**src/rtl/subc_dds_pkg.sv**
```systemverilog
package subc_dds_pkg;

  localparam int FIELD_W = 3;

  typedef enum logic [1:0] {
    PH_AUTO      = 2'b00,
    PH_ARMED     = 2'b01,
    PH_TRACK     = 2'b10,
    PH_TRACK_ALT = 2'b11
  } ph_mode_e;

  localparam logic [31:0] NTSC_FREQ_DEFAULT = 32'h21F07C16;

  // First field of a colour sequence: 4 fields (NTSC) or 8 fields (PAL)
  function automatic logic seq_first_field(input logic pal,
                                           input logic [FIELD_W-1:0] fnum);
    if (pal) return (fnum == '0);
    else     return (fnum[1:0] == 2'b00);
  endfunction

endpackage

```
**src/rtl/subc_freq_reg.sv**
```systemverilog
module subc_freq_reg #(
  parameter int          W    = 32,
  parameter logic [W-1:0] INIT = 32'h21F07C16
) (
  input  logic         clk,
  input  logic         rst,
  input  logic         wr,
  input  logic [W-1:0] din,
  output logic [W-1:0] freq_q
);

  always_ff @(posedge clk) begin
    if (rst)     freq_q <= INIT;
    else if (wr) freq_q <= din;
  end

  // reset loads the power-on word
  assert_reset_word_R1: assert property (@(posedge clk) rst |=> (freq_q == INIT));

  // the word holds when no write is made
  assert_word_hold_R3: assert property (@(posedge clk) disable iff (rst)
    !wr |=> $stable(freq_q));

endmodule

```
**src/rtl/subc_phase_ctrl.sv**
```systemverilog
module subc_phase_ctrl
  import subc_dds_pkg::*;
(
  input  logic               clk,
  input  logic               rst,
  input  logic               field_start,
  input  logic [FIELD_W-1:0] field_num,
  input  logic               pal_sel,
  input  logic [1:0]         mode,
  input  logic               ext_timing,
  input  logic               reset_req,
  output logic               realign
);

  ph_mode_e mode_e;
  logic     req_pend;
  logic     auto_hit;
  logic     armed_hit;

  assign mode_e = ph_mode_e'(mode);

  // request latch: held until the next field start, cleared there
  always_ff @(posedge clk) begin
    if (rst)              req_pend <= 1'b0;
    else if (field_start) req_pend <= 1'b0;
    else if (reset_req)   req_pend <= 1'b1;
  end

  always_comb begin
    auto_hit  = (mode_e == PH_AUTO) && !ext_timing && seq_first_field(pal_sel, field_num);
    armed_hit = (mode_e == PH_ARMED) && (req_pend || reset_req);
    realign   = field_start && (auto_hit || armed_hit);
  end

  // realignment only happens on a field start
  assert_realign_on_start_R5: assert property (@(posedge clk) disable iff (rst)
    realign |-> field_start);

  // external timing blocks automatic realignment
  assert_ext_blocks_auto_R7: assert property (@(posedge clk) disable iff (rst)
    (mode_e == PH_AUTO && ext_timing) |-> !realign);

  // tracking modes never realign
  assert_track_free_R10: assert property (@(posedge clk) disable iff (rst)
    (mode_e == PH_TRACK || mode_e == PH_TRACK_ALT) |-> !realign);

  // the latch is empty after a field start
  assert_req_cleared_R11: assert property (@(posedge clk) disable iff (rst)
    field_start |=> !req_pend);

endmodule

```
**src/rtl/subc_phase_acc.sv**
```systemverilog
module subc_phase_acc #(
  parameter int W = 32
) (
  input  logic         clk,
  input  logic         rst,
  input  logic         realign,
  input  logic [W-1:0] freq,
  output logic [W-1:0] phase_q
);

  always_ff @(posedge clk) begin
    if (rst)          phase_q <= '0;
    else if (realign) phase_q <= '0;
    else              phase_q <= phase_q + freq;
  end

  // a realignment leaves the field-0 phase
  assert_realign_zero_R5: assert property (@(posedge clk) disable iff (rst)
    realign |=> (phase_q == '0));

  // otherwise the phase advances by the word, wrapping
  assert_advance_R2: assert property (@(posedge clk) disable iff (rst)
    !realign |=> (phase_q == W'($past(phase_q) + $past(freq))));

endmodule

```
**src/rtl/subc_dds_top.sv**
```systemverilog
module subc_dds_top
  import subc_dds_pkg::*;
#(
  parameter int          ACC_W     = 32,
  parameter int          TOP_W     = 10,
  parameter logic [ACC_W-1:0] FREQ_INIT = NTSC_FREQ_DEFAULT
) (
  input  logic               clk,
  input  logic               rst,
  input  logic               field_start,
  input  logic [2:0]         field_num,
  input  logic               pal_sel,
  input  logic [1:0]         ph_mode,
  input  logic               ext_timing,
  input  logic               reset_req,
  input  logic               freq_wr,
  input  logic [ACC_W-1:0]   freq_in,
  output logic [ACC_W-1:0]   phase_o,
  output logic [TOP_W-1:0]   phase_top_o
);

  localparam int TOP_LSB = ACC_W - TOP_W;

  logic [ACC_W-1:0] freq_q;
  logic             realign;

  generate
    if (TOP_W > ACC_W || TOP_W < 1) begin : g_bad_top
      initial $error("TOP_W out of range");
    end
  endgenerate

  subc_freq_reg #(.W(ACC_W), .INIT(FREQ_INIT)) u_freq (
    .clk    (clk),
    .rst    (rst),
    .wr     (freq_wr),
    .din    (freq_in),
    .freq_q (freq_q)
  );

  subc_phase_ctrl u_ctrl (
    .clk         (clk),
    .rst         (rst),
    .field_start (field_start),
    .field_num   (field_num),
    .pal_sel     (pal_sel),
    .mode        (ph_mode),
    .ext_timing  (ext_timing),
    .reset_req   (reset_req),
    .realign     (realign)
  );

  subc_phase_acc #(.W(ACC_W)) u_acc (
    .clk     (clk),
    .rst     (rst),
    .realign (realign),
    .freq    (freq_q),
    .phase_q (phase_o)
  );

  assign phase_top_o = phase_o[ACC_W-1:TOP_LSB];

  // phase sits at zero through reset
  assert_reset_phase_R1: assert property (@(posedge clk) rst |=> (phase_o == '0));

endmodule

```
**config.mk**
```make
export PLATFORM = sky130hd
export DESIGN_NAME = subc_dds_top
export DESIGN_NICKNAME = d
export VERILOG_FILES = /design/src/rtl/subc_dds_pkg.sv /design/src/rtl/subc_freq_reg.sv /design/src/rtl/subc_phase_ctrl.sv /design/src/rtl/subc_phase_acc.sv /design/src/rtl/subc_dds_top.sv
export SDC_FILE = /design/constraint.sdc
export NUM_CORES = 1
export LEC_CHECK = 0
export ABC_AREA = 1
export BUFFER_PORTS_ARGS = -buffer_cell sky130_fd_sc_hd__buf_2
export CAP_MARGIN = 0
export CELL_PAD_IN_SITES_DETAIL_PLACEMENT = 1
export CELL_PAD_IN_SITES_GLOBAL_PLACEMENT = 1
export CORE_MARGIN = 4
export CORE_UTILIZATION = 35
export DETAILED_ROUTE_END_ITERATION = 6
export PLACE_DENSITY = 0.79
export RECOVER_POWER = 50
export SYNTH_ARGS = -nofsm -noshare
export SYNTH_HDL_FRONTEND = slang
export SYNTH_SLANG_ARGS = --single-unit
```
**constraint.sdc**
```tcl
create_clock -name clk -period 1.9 [get_ports clk]
set_clock_uncertainty 0.05 [all_clocks]
set_input_delay 0.285 -clock clk [delete_from_list [all_inputs] [get_ports clk]]
set_output_delay 0.285 -clock clk [all_outputs]
set_load 0.03 [all_outputs]
```
==> flow_metrics.tcl, run 1 <==
set metrics [dict create \
    run_status "finished clean" \
    hp-start "field_start" \
    drtIter0Drc 214 \
    static-leakage-power_nw 3.08 \
    p_comb_share_pct 51.9 \
    cts_hold_bufs 0 \
    clkSinkCount 65 \
    worst_r2r_startpoint "u_freq.freq_q[19]" \
    seqCellArea_mm2 0.00130 \
    antenna_found_initial 0 \
    max-clock-path-buffers 2 \
    synth.largest_area_cell "dfxtp_1" \
    power_density_mw_per_mm2 1380 \
    synth.lib_cells_used.distinct 30 \
    die_height_um 121 \
    cts_inserted_buffers 9 \
    grt_max_degree 33 \
    cp_startpoint "u_freq.freq_q[19]" \
    max_slew.worst_pin.slew_ns 0.785 \
    sw_frac_of_total_pct 45.9 \
    critical_path.startpoint_type "flop" \
    floorplan.die.width_um 121 \
    finalHoldViolCount 0 \
    cts.root.buffer_cell "clkbuf_16" \
    cp_cell_sequence "ha_2, nand2_1, nor2_2, inv_1, nor2_2, and2_1, nand2_1, nand2_1, nand2_1, a21oi_1" \
    finalNetCount 885 \
    synth-warning-count 0 \
    rsz_0062_raised_after_global_routing "true" \
    synth.yosys.seq_area_share_pct 29.3 \
    worst_setup_path_end_kind "flop" \
    finalMaxSlewViolations 0 \
    clk_pin_slew_worst_paths_ns 0.06 \
    vdd.ir_drop.worst_mv 0.474 \
    pwr-share-seq_pct 24.4 \
    slew_headroom_pct 47.7 \
    postRouteWirelength_mm 15.2 \
    grt.overflow.total 0 \
    critical_path.most_common_cell "nand2_1" \
    timing.final.setup_violations 0 \
    worst_path_dominant_cell_family "simple AND/OR/NAND/NOR gates" \
    crit_buf_inv 1 \
    io_pins 86 \
    grt_use_total_pct 20.9 \
    antenna_cells 0 \
    max_cap_violations 0 \
    wl_per_cell_um 15.5 \
    route.antenna.remaining_nets 0 \
    synth-edff-count 0 \
    worstPathMaxFanout 5 \
    yosysTopAreaCellShare_pct 29.3 \
    cell_row_count 40 \
    mappedNetlistNets 803 \
    via_per_inst 4.81 \
    post_synth_inst_count 727 \
    switching_power_mw 3.54 \
    critical_path_class "reg2reg" \
    io_buffers 85 \
    grt_first_pass_wirelength_mm 23.8 \
    combined_area_of_all_synthesized_cells_mm2 0.00444 \
    ys_async_sr_fraction_pct 0 \
    worst_hold_path_type "in2reg" \
    cts_tree "built" \
    final_cell_count_no_fill 980 \
    vias 4712 \
    floorplan.core_area_mm2 0.0122 \
    fp.dieArea_mm2 0.0145 \
    synthToLayoutAreaGrowth_pct 26.3 \
    worst-endpoint-required_ns 2.11 \
    cell_with_the_biggest_individual_delay_on_the_critical_path "ha_2" \
    layout_commonest_cell "nand2_1" \
    ys.flop_type "dfxtp_1" \
    htree_num_levels 3 \
    initial_core_utilization_pct 36.3 \
    internal_power_mw 4.18 \
    drt_first_pass_iters 4 \
    gpl.final_weighted_congestion 0.879 \
    layout.filler_cells 1713 \
    yosys_register_bits 65 \
    mean_area_per_synthesized_cell_um2 6.10 \
    placedCellCount 965 \
    final_cell_mix "nand2_1 (228), inv_1 (130), nor2_1 (79), buf_2 (72), dfxtp_1 (65)" \
    worst-endpoint-arrival_ns 2.08 \
    fmax_ghz 0.534 \
    final_period_minus_worst_setup_slack_ns 1.87 \
    fraction_of_final_layout_cells_with_drive_strength_greater_than_1_pct 20.7 \
    hold_ws_ns 0.0706 \
    power.clock.fraction_pct 23.7 \
    first_global_vias 4877 \
    synth.top_cells.by_area "dfxtp_1 (29%), nand2_1 (20%), inv_1 (11%)" \
    dp.final_hpwl_mm 11.5 \
    clock_latency_ns 0.34 \
    drc 0 \
    multiInputGateArea_mm2 0.00280 \
    post-route-period-util_pct 98.5 \
    max_stage_delay_ns 0.38 \
]
==> layout make-up <==
class                           instances  share of cell area (%)
Clock buffer                           11                    4.51
Clock inverter                          3                    1.16
Inverter                              131                    8.78
Multi-Input combinational cell        509                    50.0
Sequential cell                        65                    23.2
Tap cell                              168                    3.75
Timing Repair Buffer                   93                    8.56
==> sequential cells by signal, summed over array words and instances (netlist names) <==
register,count
u_ctrl.req_pend,1
u_freq.freq_q,32
u_acc.phase_q,32
==> worst paths after layout <==
path | endpoint | slack (ns) | depth (start not counted)
worst max register to register | u_acc.phase_q[28] | 0.03 | 10
worst max-delay path | u_acc.phase_q[28] | 0.03 | 10
worst min-delay path | u_ctrl.req_pend | 0.07 | 2
worst min register to register | u_freq.freq_q[2] | 0.41 | 2
==> cells by family after synthesis <==
logic type | synth area share [%]
and+or+nand+nor | 37.2
buffers and inverters | 13.9
DFF | 29.3
AOI/OAI and AO/OA | 7.42
adders and majority gates | 9.20
xor gates and xnor gates | 2.96
==> Yosys cell counts (2+ instances only) <==
| master | number |
|---|---|
| nor3_1 | 6 |
| buf_2 | 3 |
| o21ai_0 | 18 |
| ha_1 | 31 |
| a21oi_1 | 33 |
| nor2_1 | 90 |
| and2_1 | 2 |
| dfxtp_1 | 65 |
| o21bai_1 | 2 |
| clkbuf_1 | 8 |
| nand2_1 | 241 |
| nand3_1 | 40 |
| a21oi_2 | 4 |
| xor2_1 | 12 |
| nor2_2 | 4 |
| buf_4 | 10 |
| nand4_1 | 5 |
| xnor2_1 | 3 |
| nand3_2 | 3 |
| inv_1 | 130 |
| nand2_2 | 8 |
==> metal layers <==
layer | track usage (%) | share of wire, % | wire length [um]
met1 | 28.2 | 47 | 7170
met2 | 34.3 | 47 | 7140
met3 | 3.60 | 4.2 | 642
met4 | 5.95 | 1.6 | 249
met5 | 0 | 0 | 0
==> power by group through the flow <==
| stage | Combinational (mW) | Sequential [mW] | Clock (mW) |
|---|---|---|---|
| after detailed placement | 3.63 | 1.85 | 0 |
| after floorplan | 2.27 | 2.22 | 0 |
| after global routing | 4.43 | 1.92 | 1.92 |
| final | 4.01 | 1.88 | 1.83 |
| after CTS | 3.72 | 1.83 | 1.86 |
| after global placement | 3.52 | 1.84 | 0 |
==> through the flow <==
stage                     utilization [%]  total power [mW]  instance area (um2)  worst slack [ns]  setup TNS, ns
after detailed placement             41.1              5.48                 5010            -0.175         -0.235
after global routing                 45.9              8.27                 5600           -0.0693         -0.503
final                                45.9              7.73                 5600            0.0277              0
after global placement               41.1              5.36                 5010           -0.0781        -0.0781
after floorplan                         -              4.49                 4440            0.0146              0
after CTS                            43.9              7.41                 5360          0.000993              0
==> timing repair <==
action / 4_1_cts / 5_1_grt
gates resized for setup: 6 / 54
setup buffers: 0 / 1
setup endpoints to repair: 6 / 20
pin swaps: 0 / 6
Power figures use the tool's default switching activity.
==> run 2, diff against run 1 <==
--- a/config.mk
+++ b/config.mk
@@ -12,2 +12,3 @@
 export CELL_PAD_IN_SITES_GLOBAL_PLACEMENT = 1
+export CORE_ASPECT_RATIO = 0.7
 export CORE_MARGIN = 4
--- a/constraint.sdc
+++ b/constraint.sdc
@@ -4,2 +4,2 @@
 set_output_delay 0.285 -clock clk [all_outputs]
-set_load 0.03 [all_outputs]
+set_load 0.01 [all_outputs]
==> flow_metrics.tcl, run 2 (synthesis results as in run 1) <==
set metrics [dict create \
    run_status "finished clean" \
    max_slew.worst_pin.slew_ns 1.00 \
    grt_max_degree 33 \
    hold_depth 2 \
    finalNetCount 896 \
    postLayoutSetupSlackWorst_ns 0.0622 \
    worst-endpoint-required_ns 2.08 \
    final_cell_mix "nand2_1 (217), inv_1 (129), nor2_1 (80), buf_2 (69), dfxtp_1 (60)" \
    hp-start "rst" \
    finalMaxSlewViolations 0 \
    antenna_found_initial 0 \
    max_cap_violations 0 \
    worst_r2r_startpoint "u_freq.freq_q[0]" \
    critical_path_class "reg2reg" \
    floorplan.die.width_um 143 \
    multiInputGateArea_mm2 0.00299 \
    seqCellArea_mm2 0.00131 \
    layout_commonest_cell "nand2_1" \
    critical_path.startpoint_type "flop" \
    drtIter0Drc 220 \
    clock_latency_ns 0.34 \
    clkSinkCount 65 \
    post-route-period-util_pct 96.7 \
    vdd.ir_drop.worst_mv 0.553 \
    die_height_um 102 \
    totalNegativeSetupSlack_ns 0 \
    power_density_mw_per_mm2 1320 \
    cts_inserted_buffers 9 \
    hold_end "u_ctrl.req_pend" \
    grt.overflow.total 0 \
    grt_first_pass_wirelength_mm 25.4 \
    hold_ws_ns 0.0636 \
    placedCellCount 966 \
    drc 0 \
    drt_first_pass_iters 4 \
    route.antenna.remaining_nets 0 \
    detailedPlace.worstSlack_ns -0.105 \
    slew_headroom_pct 33.1 \
    timing.final.setup_violations 0 \
    clk_pin_slew_worst_paths_ns 0.06 \
    static-leakage-power_nw 3.13 \
    biggestRegsByFlops "u_acc.phase_q (32), u_freq.freq_q (32), u_ctrl.req_pend (1)" \
    synthToLayoutAreaGrowth_pct 32.5 \
    wl_per_cell_um 16.8 \
    cell_row_count 34 \
    fmax_ghz 0.544 \
    regToRegSetupSlack_ns 0.06 \
    first_global_vias 4945 \
    cts_hold_bufs 0 \
    max-clock-path-buffers 2 \
    cts.root.buffer_cell "clkbuf_16" \
    final_period_minus_worst_setup_slack_ns 1.84 \
    gpl.final_weighted_congestion 0.961 \
    floorplan.core_area_mm2 0.0124 \
    utilization_pct 47.3 \
    initial_core_utilization_pct 35.7 \
    finalHoldViolCount 0 \
    htree_num_levels 3 \
    crit-reg2reg-capture "u_acc.phase_q[24]" \
    postRouteWirelength_mm 16.6 \
    via_per_inst 4.83 \
    io_buffers 85 \
    grt_use_total_pct 22.5 \
    fraction_of_final_layout_cells_with_drive_strength_greater_than_1_pct 25.2 \
    vias 4763 \
    final_cell_count_no_fill 987 \
    worst_hold_path_type "in2reg" \
    dp.final_hpwl_mm 12.7 \
    worst-endpoint-arrival_ns 2.02 \
    worstPathMaxFanout 4 \
    cts_tree "built" \
    layout.filler_cells 1668 \
    worst_setup_path_end_kind "flop" \
    io_pins 86 \
    worstRegToRegCells 12 \
    antenna_cells 0 \
    fp.dieArea_mm2 0.0146 \
]
run 2: worst max-delay path by stage:
stage / endpoint / cells after the start / start
floorplan: u_acc.phase_q[24] / 12 / u_acc.phase_q[0]
global placement: u_acc.phase_q[29] / 8 / u_acc.phase_q[20]
detailed placement: u_acc.phase_q[24] / 11 / u_acc.phase_q[0]
CTS: u_acc.phase_q[22] / 11 / u_acc.phase_q[12]
global route: u_acc.phase_q[24] / 12 / u_acc.phase_q[0]
finish: u_acc.phase_q[24] / 12 / u_freq.freq_q[0]
run 2: power by group:
part	total, mW	internal [mW]	leakage [nW]	switching (mW)
Sequential	1.92	1.63	0.541	0.287
Clock	1.87	1.16	0.156	0.706
Combinational	3.96	1.52	2.43	2.43
Total	7.74	4.32	3.13	3.43
run 2: through the flow:
| step | cell area (um2) | power [mW] |
|---|---|---|
| 2_1_floorplan | 4440 | 4.07 |
| 3_3_place_gp | 5060 | 5.08 |
| 3_5_place_dp | 5060 | 5.23 |
| 4_1_cts | 5410 | 7.19 |
| 5_1_grt | 5880 | 8.30 |
| 6_report | 5880 | 7.74 |
run 2: critical path, cell delays in order (launching register included):
cell	delay (ns)
dfxtp_2	0.33
ha_4	0.16
fa_2	0.41
nand3_2	0.10
nand3_4	0.09
nand2_2	0.08
nand2_2	0.06
nand2_2	0.06
nand2_2	0.07
nand2_2	0.08
nand2_1	0.07
nand2_2	0.09
a21oi_2	0.05
run 2: repair_timing:
item                                    4_1_cts  5_1_grt
pin swaps                                     2       12
resized for setup                             9       92
buffers inserted                              0        5
endpoints found under the setup margin       10       22
run 2: metal layers:
metal  global-route usage (%)  routed length [um]  up-vias
li1                         -                   -     2386
met1                     32.3                8310     2266
met2                     35.1                7280       93
met3                     3.93                 746       18
met4                     5.48                 227        0
met5                        0                   0        -
run 2: cell type report:
class | instances | area share [%]
clock buffers | 9 | 3.83
clock inverters | 7 | 1.75
inverters | 131 | 8.37
multi-input cells | 509 | 50.9
flip-flops and latches | 65 | 22.2
well taps | 162 | 3.45
repair buffers | 104 | 9.45
==> run 3, diff against run 2 <==
Settings changed: BUFFER_PORTS_ARGS -buffer_cell sky130_fd_sc_hd__buf_2 to not set, CORE_UTILIZATION 35 to 40, CTS_CLUSTER_SIZE set to 28, DONT_BUFFER_PORTS set to 1, PLACE_DENSITY 0.79 to 0.78.
==> flow_metrics.tcl, run 3 (synthesis results as in run 1) <==
set metrics [dict create \
    io_pins 86 \
    finalMaxSlewViolations 0 \
    io_buffers 0 \
    grt_busiest_layer "met2" \
    worstRegToRegCells 10 \
    slew_headroom_pct 48.3 \
    power_density_mw_per_mm2 1340 \
    placedCellCount 900 \
    gpl.final_weighted_congestion 0.908 \
    via_per_inst 5.02 \
    hold_ws_ns 0.0235 \
    grt_use_total_pct 24.7 \
    sw_frac_of_total_pct 44.2 \
    synthToLayoutAreaGrowth_pct 27.7 \
    clkSinkCount 65 \
    detailedPlace.worstSlack_ns -0.170 \
    first_global_vias 4715 \
    run_status "finished clean" \
    max-clock-path-buffers 2 \
    worst_r2r_startpoint "u_acc.phase_q[5]" \
    worstPathMaxFanout 4 \
    fraction_of_final_layout_cells_with_drive_strength_greater_than_1_pct 20.7 \
    worst-endpoint-arrival_ns 2.06 \
    grt.overflow.total 0 \
    power.clock.fraction_pct 22.7 \
    fp.dieArea_mm2 0.0129 \
    layout_commonest_cell "nand2_1" \
    biggestRegsByFlops "u_acc.phase_q (32), u_freq.freq_q (32), u_ctrl.req_pend (1)" \
    wl_per_cell_um 17.4 \
    static-leakage-power_nw 2.96 \
    hold_end "u_freq.freq_q[1]" \
    fmax_ghz 0.543 \
    vdd.ir_drop.worst_mv 0.568 \
    initial_core_utilization_pct 41.9 \
    timing.final.setup_violations 0 \
    finalHoldViolCount 0 \
    antenna_cells 0 \
    route.antenna.remaining_nets 0 \
    drt_first_pass_iters 5 \
    final_period_minus_worst_setup_slack_ns 1.84 \
    final_cell_mix "nand2_1 (222), inv_1 (130), nor2_1 (76), dfxtp_1 (60), buf_4 (42)" \
    floorplan.core_area_mm2 0.0106 \
    critical_path.startpoint_type "flop" \
    die_height_um 96.1 \
    worst-endpoint-required_ns 2.12 \
    postRouteWirelength_mm 16.0 \
    cts_inserted_buffers 9 \
    switching_power_mw 3.36 \
    cts_tree "built" \
    floorplan.die.width_um 134 \
    regToRegSetupSlack_ns 0.06 \
    report.power.total_mw 7.61 \
    hold_depth 2 \
    worst_hold_path_type "in2reg" \
    clock_latency_ns 0.34 \
    pwr-share-seq_pct 25.4 \
    post-route-period-util_pct 96.9 \
    rsz_0062_raised_after_global_routing "true" \
    layout.filler_cells 1421 \
    crit-reg2reg-capture "u_acc.phase_q[27]" \
    final_cell_count_no_fill 921 \
    grt_max_degree 34 \
    htree_num_levels 3 \
    utilization_pct 53.5 \
    drtIter0Drc 244 \
    cts.root.buffer_cell "clkbuf_16" \
    finalNetCount 844 \
    max_cap_violations 0 \
    hp-start "freq_wr" \
    max_slew.worst_pin.slew_ns 0.776 \
    grt_use_met1_pct 36.7 \
    global_route.usage.met2_pct 37.1 \
    internal_power_mw 4.25 \
    p_comb_share_pct 51.9 \
    worst_setup_path_end_kind "flop" \
    dp.final_hpwl_mm 12.0 \
    vias 4623 \
    clk_pin_slew_worst_paths_ns 0.06 \
    grtUsageMet3_pct 4.70 \
    critical_path_class "reg2reg" \
    grt_first_pass_wirelength_mm 24.5 \
    drc 0 \
    postLayoutSetupSlackWorst_ns 0.0590 \
    cell_row_count 31 \
    antenna_found_initial 0 \
]
[run 3: changes by cell type in the layout (fill, tap and decap cells not counted), moves of 2 or more]
cell	before	now
nor2_1	80	76
nand2_2	32	25
buf_4	16	42
nor2_2	12	14
clkbuf_1	16	6
buf_2	69	0
nand2_4	1	3
nor2_4	2	4
nand2_1	217	222
dlygate4sd3_1	0	2
[run 3: how the worst max path moves through the flow]
| stage | endpoint | slack, ns | startpoint |
|---|---|---|---|
| floorplan | u_acc.phase_q[24] | 0.09 | u_acc.phase_q[0] |
| global placement | u_acc.phase_q[28] | -0.05 | u_acc.phase_q[0] |
| detailed placement | u_acc.phase_q[28] | -0.17 | u_acc.phase_q[0] |
| CTS | u_acc.phase_q[24] | -0.01 | u_freq.freq_q[14] |
| global route | u_acc.phase_q[30] | -0.06 | u_freq.freq_q[13] |
| finish | u_acc.phase_q[27] | 0.06 | u_acc.phase_q[5] |
[run 3: what timing repair did]
item                                   4_1_cts  5_1_grt
gates resized for setup                     10       92
buffers inserted                             1        2
endpoints found under the hold margin        1        0
hold buffers                                 2        0
setup endpoints to repair                   15       23
pin swaps                                    1       12
[run 3: critical path, cell delays in order, from the launching register on]
cell and delay, ns:
dfxtp_1 0.43, ha_4 0.26, nand2_2 0.14, inv_1 0.06
a21oi_1 0.18, nand2_2 0.14, nand2_2 0.09, nand2_2 0.09
nand2_1 0.09, nand3_1 0.09, a21oi_2 0.14
[run 3: routing by layer]
metal,wire length (um),up-vias
li1,-,2278
met2,6740,141
met1,8160,2184
met3,915,20
met4,185,0
met5,0,-
[run 3: layout make-up]
type | count | area (um2) | area share [%]
clock inverter | 6 | 67.6 | 1.19
tap | 148 | 185 | 3.27
clock buffer | 10 | 239 | 4.22
inverter | 131 | 492 | 8.68
sequential | 65 | 1310 | 23.1
multi-input combinational | 509 | 2990 | 52.8
timing repair buffer | 52 | 383 | 6.76
[run 3: power groups by stage]
stage                     Combinational (mW)  Sequential (mW)  Clock [mW]
after floorplan                         2.17             1.90           0
after global placement                  3.25             1.84           0
after detailed placement                3.36             1.85           0
after CTS                               3.44             1.83        1.76
after global routing                    4.36             1.96        1.83
final                                   3.95             1.93        1.73
[run 3: per-stage QoR]
step / setup TNS [ns] / cell area (um2)
2_1_floorplan: 0 / 4440
3_3_place_gp: -0.0535 / 4860
3_5_place_dp: -0.435 / 4860
4_1_cts: -0.0207 / 5240
5_1_grt: -0.303 / 5670
6_report: 0 / 5670
